### src/rtl/dbus_tx_pkg.sv
// Package dbus_tx_pkg
// Shared framing codes and the word builder for the serial transmitter.
// Assumes words are at most 16 bits and are held left-justified for MSB-first shifting.
package dbus_tx_pkg;

    localparam int WORD_W = 16;
    localparam int LEN_W  = 5;

    localparam logic [1:0] FRM_NINE    = 2'd0;
    localparam logic [1:0] FRM_SIXTEEN = 2'd1;

    typedef struct packed {
        logic [WORD_W-1:0] bits;  // left-justified word, MSB goes out first
        logic [LEN_W-1:0]  len;   // number of bits in the word
    } frame_t;

    // Build the on-wire word for one byte in the selected framing.
    function automatic frame_t build_frame(input logic [1:0] mode,
                                           input logic       is_data,
                                           input logic [7:0] b);
        frame_t f;
        case (mode)
            FRM_NINE: begin
                f.bits = {is_data, b, 7'b0};
                f.len  = LEN_W'(9);
            end
            FRM_SIXTEEN: begin
                f.bits = {7'b0, is_data, b};
                f.len  = LEN_W'(16);
            end
            default: begin
                f.bits = {b, 8'b0};
                f.len  = LEN_W'(8);
            end
        endcase
        return f;
    endfunction

endpackage

### src/rtl/dbus_tx_clkdiv.sv
// Module dbus_tx_clkdiv
// Emits a one-cycle tick every half serial-clock period while run is high.
// Assumes half_div is static during a transfer; 0 is treated as 1.
// The counter restarts from zero whenever run is low or a tick fires.
module dbus_tx_clkdiv #(
    parameter int DIV_W = 8
) (
    input  logic             clk,
    input  logic             rst_n,
    input  logic             run,
    input  logic [DIV_W-1:0] half_div,
    output logic             tick
);

    logic [DIV_W-1:0] cnt;
    logic [DIV_W-1:0] lim_m1;

    // Terminal count for one half period.
    assign lim_m1 = (half_div == '0) ? '0 : half_div - 1'b1;
    assign tick   = run && (cnt == lim_m1);

    // Half-period counter.
    always_ff @(posedge clk) begin
        if (!rst_n || !run) begin
            cnt <= '0;
        end else if (tick) begin
            cnt <= '0;
        end else begin
            cnt <= cnt + 1'b1;
        end
    end

endmodule

### src/rtl/dbus_tx_rstgen.sv
// Module dbus_tx_rstgen
// Drives the active-low panel reset for a programmable number of cycles after a request.
// Assumes a request reloads the counter; a length of 0 is treated as 1.
module dbus_tx_rstgen #(
    parameter int RST_W = 16
) (
    input  logic             clk,
    input  logic             rst_n,
    input  logic             req,
    input  logic [RST_W-1:0] len,
    output logic             busy,
    output logic             panel_rst_n
);

    logic [RST_W-1:0] cnt;

    // Countdown of the remaining reset-low cycles.
    always_ff @(posedge clk) begin
        if (!rst_n) begin
            cnt <= '0;
        end else if (req) begin
            cnt <= (len == '0) ? RST_W'(1) : len;
        end else if (cnt != '0) begin
            cnt <= cnt - 1'b1;
        end
    end

    assign panel_rst_n = (cnt == '0);
    assign busy        = req || (cnt != '0);


    rst_low_after_req_chk: assert property (@(posedge clk) disable iff (!rst_n)
        req |=> !panel_rst_n);


    rst_fall_cause_chk: assert property (@(posedge clk) disable iff (!rst_n)
        $fell(panel_rst_n) |-> $past(req));

endmodule

### src/rtl/dbus_tx_shifter.sv
// Module dbus_tx_shifter
// Loads one framed byte at a time and shifts it MSB first.
// Data changes on the falling serial-clock edge; chip select spans back-to-back bytes.
// Assumes tick comes from a divider that runs only while run is high.
module dbus_tx_shifter
    import dbus_tx_pkg::*;
(
    input  logic       clk,
    input  logic       rst_n,
    input  logic [1:0] mode,
    input  logic       hold_off,
    input  logic       in_valid,
    input  logic [7:0] in_byte,
    input  logic       in_is_data,
    output logic       in_ready,
    input  logic       tick,
    output logic       run,
    output logic       cs_n,
    output logic       sclk,
    output logic       sdo,
    output logic       dcx
);

    typedef enum logic {SH_IDLE, SH_SHIFT} sh_state_t;

    sh_state_t         state;
    logic [WORD_W-1:0] sreg;
    logic [LEN_W-1:0]  bitcnt;
    logic              last_fall;
    logic              accept;
    frame_t            word;

    // Handshake and framing of the offered byte.
    assign run       = (state == SH_SHIFT);
    assign last_fall = run && tick && sclk && (bitcnt == '0);
    assign in_ready  = !hold_off && ((state == SH_IDLE) || last_fall);
    assign accept    = in_valid && in_ready;
    assign word      = build_frame(mode, in_is_data, in_byte);

    // Shift engine: load, toggle the serial clock and advance bits on ticks.
    always_ff @(posedge clk) begin
        if (!rst_n) begin
            state  <= SH_IDLE;
            cs_n   <= 1'b1;
            sclk   <= 1'b0;
            sdo    <= 1'b0;
            dcx    <= 1'b0;
            sreg   <= '0;
            bitcnt <= '0;
        end else if (accept) begin
            state  <= SH_SHIFT;
            cs_n   <= 1'b0;
            sclk   <= 1'b0;
            sdo    <= word.bits[WORD_W-1];
            sreg   <= word.bits << 1;
            dcx    <= in_is_data;
            bitcnt <= word.len - 1'b1;
        end else if (run && tick) begin
            if (!sclk) begin
                sclk <= 1'b1;
            end else begin
                sclk <= 1'b0;
                if (bitcnt == '0) begin
                    state <= SH_IDLE;
                    cs_n  <= 1'b1;
                    sdo   <= 1'b0;
                end else begin
                    sdo    <= sreg[WORD_W-1];
                    sreg   <= sreg << 1;
                    bitcnt <= bitcnt - 1'b1;
                end
            end
        end
    end


    idle_clk_low_chk: assert property (@(posedge clk) disable iff (!rst_n)
        cs_n |-> !sclk);


    sdo_stable_rise_chk: assert property (@(posedge clk) disable iff (!rst_n)
        $rose(sclk) |-> ($stable(sdo) && $stable(dcx)));


    dcx_hold_chk: assert property (@(posedge clk) disable iff (!rst_n)
        (!cs_n && $past(!cs_n) && !$past(accept)) |-> $stable(dcx));


    ready_mid_word_chk: assert property (@(posedge clk) disable iff (!rst_n)
        (run && !tick) |-> !in_ready);

endmodule

### src/rtl/dbus_serial_tx.sv
// Module dbus_serial_tx
// Top of the write-only display bus serial transmitter.
// Ties the divider, shifter and panel reset generator together.
// Assumes frame_mode and half_div are static while bytes are in flight.
module dbus_serial_tx #(
    parameter int DIV_W = 8,
    parameter int RST_W = 16
) (
    input  logic             clk,
    input  logic             rst_n,
    input  logic [1:0]       frame_mode,
    input  logic [DIV_W-1:0] half_div,
    input  logic [RST_W-1:0] rst_len,
    input  logic             panel_rst_req,
    input  logic             in_valid,
    input  logic [7:0]       in_byte,
    input  logic             in_is_data,
    output logic             in_ready,
    output logic             cs_n,
    output logic             sclk,
    output logic             sdo,
    output logic             dcx,
    output logic             panel_rst_n
);

    logic tick;
    logic run;
    logic rst_busy;

    dbus_tx_clkdiv #(.DIV_W(DIV_W)) u_clkdiv (
        .clk      (clk),
        .rst_n    (rst_n),
        .run      (run),
        .half_div (half_div),
        .tick     (tick)
    );

    dbus_tx_rstgen #(.RST_W(RST_W)) u_rstgen (
        .clk         (clk),
        .rst_n       (rst_n),
        .req         (panel_rst_req),
        .len         (rst_len),
        .busy        (rst_busy),
        .panel_rst_n (panel_rst_n)
    );

    dbus_tx_shifter u_shifter (
        .clk        (clk),
        .rst_n      (rst_n),
        .mode       (frame_mode),
        .hold_off   (rst_busy),
        .in_valid   (in_valid),
        .in_byte    (in_byte),
        .in_is_data (in_is_data),
        .in_ready   (in_ready),
        .tick       (tick),
        .run        (run),
        .cs_n       (cs_n),
        .sclk       (sclk),
        .sdo        (sdo),
        .dcx        (dcx)
    );


    no_accept_in_reset_chk: assert property (@(posedge clk) disable iff (!rst_n)
        !panel_rst_n |-> !in_ready);

endmodule

### config.mk
export PLATFORM = sky130hd
export DESIGN_NAME = dbus_serial_tx
export DESIGN_NICKNAME = d
export VERILOG_FILES = /design/src/rtl/dbus_tx_pkg.sv /design/src/rtl/dbus_tx_clkdiv.sv /design/src/rtl/dbus_tx_rstgen.sv /design/src/rtl/dbus_tx_shifter.sv /design/src/rtl/dbus_serial_tx.sv
export SDC_FILE = /design/constraint.sdc
export NUM_CORES = 1
export LEC_CHECK = 0
export ABC_AREA = 1
export BUFFER_PORTS_ARGS = -buffer_cell sky130_fd_sc_hd__buf_2
export CAP_MARGIN = 20
export CORE_MARGIN = 3
export CORE_UTILIZATION = 57
export DETAILED_ROUTE_END_ITERATION = 6
export PLACE_DENSITY = 0.8
export SKIP_LAST_GASP = 1
export SYNTH_ARGS = -nofsm -noshare
export SYNTH_HDL_FRONTEND = slang
export SYNTH_SLANG_ARGS = --single-unit
export TNS_END_PERCENT = 5
### constraint.sdc
create_clock -name clk -period 3.5 [get_ports clk]
set_clock_uncertainty 0.05 [all_clocks]
set_input_delay 0.525 -clock clk [delete_from_list [all_inputs] [get_ports clk]]
set_output_delay 0.525 -clock clk [all_outputs]
set_load 0.005 [all_outputs]
==> flow_summary_export.csv <==
group,metric,value,unit
status,outcome,"finished, final reports clean",
timing,fin_crit_sh,83.6,%
power,p_total,1.12,mW
timing,fmax,0.342,GHz
clock_tree,cts_root_buf,"clkbuf_8",
worst_setup_path,cp.required,2920,ps
grt,antenna_found_initial,0,
power,pwr_density_cell,329,nW/um2
min_path,holdCritPathClass,"flip-flop to flip-flop",
yosys,synth_edf_count,0,
routing,via_per_inst,5.54,
yosys,syn_area_per_cell,6.70,um2
cells_and_area,antenna_cells,0,
timing,finalSetupViolCount,0,
cells_and_area,final_nets,542,
yosys,synth_top_family_by_area,"simple AND/OR/NAND/NOR gates",
min_path,holdPathStages,1,
min_path,holdCritStartpoint,"u_clkdiv.cnt[0]$_SDFF_PP0_",
worst_setup_path,path_cells,"buf_2 > inv_2 > ha_1 > nand2_2 > inv_2 > nand2_2 > nand2_1 > nand2_1 > nand2_1 > nand3_1 > nor2_4 > nand4_2 > nand2_4 > inv_1 > nor3_1 > buf_2",
cells_and_area,layout_commonest_cell,"nand2_1",
worst_setup_path,worstPathMaxFanout,12,
floorplanning,num_io_pins,45,
clock_tree,htreeDepth,2,
yosys,ys_warn_count,0,
placement,routabilityCongestion,0.897,
cells_and_area,area_growth_syn_to_layout,10.8,%
timing,finalCriticalPeriod,2920,ps
floorplanning,start_util,59.3,%
clock_tree,post-cts-setup-buffer-count,0,
routing,drt_pre_antenna_iters,5,
worst_setup_path,crit_path_start_kind,"input port",
floorplanning,dieArea,6300,um2
placement,port_buffers,44,
routing,drt.antenna.violating_nets,0,
timing,worst_pin_slew,986,ps
clock_tree,post_cts_resized,0,
grt,grt_pass1_wl,12300,um
yosys,synth-async-reset-ratio,0,%
floorplanning,core_area,5170,um2
placement,dp_slack,332,ps
worst_setup_path,r2r_start,"u_rstgen.cnt[0]$_SDFFE_PN0P_",
clock_tree,cts.sinks,49,
clock_tree,ctsHoldBuffers,0,
yosys,synthSimpleGateAreaFrac,34.5,%
yosys,synthTopCellsByArea,"dfxtp_1 (32%), nand2_1 (12%), inv_1 (7.2%)",
timing,maxSlewViolCount,0,
worst_setup_path,rr_endpoint,"u_shifter.bitcnt[4]$_SDFFE_PN0P_",
floorplanning,num_rows,26,
clock_tree,clk_pin_slew_worst_paths,90,ps
worst_setup_path,crit_type,"input port to output port",
power,ir_drop,198,uV
worst_setup_path,crit_start,"half_div[0]",
grt,grt_pass1_vias,2844,
worst_setup_path,cpMostUsedCell,"nand2_1",
yosys,synthFlopType,"dfxtp_1",
timing,rsz0062_at_grt,"no",
yosys,ys_seq_elements,49,
routing,vias,3157,
yosys,synth_seq_area_share,32.0,%
worst_setup_path,critPathMaxStageDelay,240,ps
yosys,synthXorXnorAreaFrac,3.14,%
flow_run,cap_violations,0,
timing,tns,0,ps
worst_setup_path,r2r_cells,22,
timing,layout_setup_ws,575,ps
routing,wl_per_cell,12.8,um
cells_and_area,utilization,65.7,%
timing,slew_headroom,33.7,%
clock_tree,cts_buffers,5,
routing,drc,0,
clock_tree,cts.path.max_buffers,2,
yosys,yosys.area.top_type,"dfxtp_1",
grt,grt_usage,23.9,%
worst_setup_path,rrSetupSlack,630,ps
clock_tree,cts_tree,"built",
yosys,yosys.area_share.adder,1.63,%
floorplanning,die_w,79.4,um
worst_setup_path,critPathSlowestCell,"ha_1",
grt,grt_max_degree,24,
worst_setup_path,arrival,2350,ps
yosys,syn_nets,501,
yosys,synth_top_area_share,32.0,%
cells_and_area,final_cell_mix,"nand2_1 (98), inv_1 (59), dfxtp_1 (49), nor2_1 (44), buf_2 (44)",
routing,wl,7300,um
yosys,netlist_area,3070,um2
yosys,netlist_instances,458,
clock_tree,insertion_delay,310,ps
cells_and_area,drive_gt1_share,17.2,%
worst_setup_path,end_kind,"output port",
yosys,ys_types,44,
timing,final_hold_viol_count,0,
grt,gr-total-overflow,0,
placement,hpwl,5350,um
min_path,hold_path_end,"u_clkdiv.cnt[0]$_SDFF_PP0_",
yosys,synth_compound_area_share,17.7,%
power,p_leak,1.55,nW
timing,whs,406,ps
cells_and_area,fillCellCount,505,
yosys,yosys-mux-area-fraction,0,%
routing,drt_iter0_drc,204,
floorplanning,die_y,79.4,um
==> logic make-up after synthesis <==
| group | Yosys count |
|---|---|
| xor+xnor | 11 |
| compound gates | 92 |
| buf+inv | 81 |
| flops | 49 |
| fa+ha+maj | 4 |
| simple gates | 221 |
==> metrics by stage <==
stage	area [um2]	cells
floorplan	3070	458
global placement	3320	562
detailed placement	3320	562
CTS	3400	570
global route	3400	570
finish	3400	570
==> layer usage <==
layer / wire [um] / GRT usage (%) / share of wire [%]
met1: 3200 / 29.7 / 44
met2: 3470 / 41.2 / 48
met3: 524 / 4.74 / 7.2
met4: 106 / 7.73 / 1.5
met5: 0 / 0 / 0
==> synthesized netlist by cell type, types with 4 or more instances <==
library cell  instances
a211oi_1             11
a21oi_1              17
a31oi_1              13
clkbuf_1              6
dfxtp_1              49
ha_1                  4
inv_1                59
inv_2                 8
nand2_1              98
nand3_1              35
nand4_1               5
nor2_1               44
nor2_2                4
nor3_1                8
nor4_1                5
o21ai_0              28
o21ai_1               9
o22ai_1               4
xor2_1               10
==> sequential cells by signal (all words and copies together) (netlist names) <==
signal	cells
u_shifter.sreg	15
u_shifter.sclk	1
u_shifter.bitcnt	5
u_shifter.sdo	1
u_rstgen.cnt	16
u_shifter.dcx	1
u_clkdiv.cnt	8
u_shifter.cs_n	1
u_shifter.run	1
==> how the worst max path moves through the flow <==
stage	cells past startpoint	slack [ps]	endpoint
finish	16	580	in_ready
global placement	23	430	u_shifter.bitcnt[4]$_SDFFE_PN0P_
CTS	16	580	in_ready
detailed placement	23	330	u_shifter.bitcnt[4]$_SDFFE_PN0P_
global route	22	310	u_shifter.bitcnt[4]$_SDFFE_PN0P_
floorplan	25	510	u_shifter.bitcnt[4]$_SDFFE_PN0P_
==> critical path: cells and delay by family <==
kind,cells,cell delay [ps]
AND/OR/NAND/NOR,10,1120
buffers and inverters,5,460
adder cells (fa/ha/maj),1,240
==> final cells by class <==
class                   instances  area [um2]  area share, %
inverters                      68         255           7.51
multi-input cells             328        1750           51.5
repair buffers                 47         243           7.14
well taps                      70        87.6           2.58
flip-flops and latches         49         981           28.8
clock inverters                 1        7.51          0.221
clock buffers                   7        76.3           2.24
==> power breakdown <==
| part | total (mW) | leakage [nW] | internal (mW) | switching [mW] |
|---|---|---|---|---|
| Sequential | 0.592 | 0.399 | 0.577 | 0.0152 |
| Combinational | 0.194 | 1.12 | 0.0730 | 0.121 |
| Clock | 0.335 | 0.0385 | 0.142 | 0.193 |
Power figures use the tool's default switching activity.
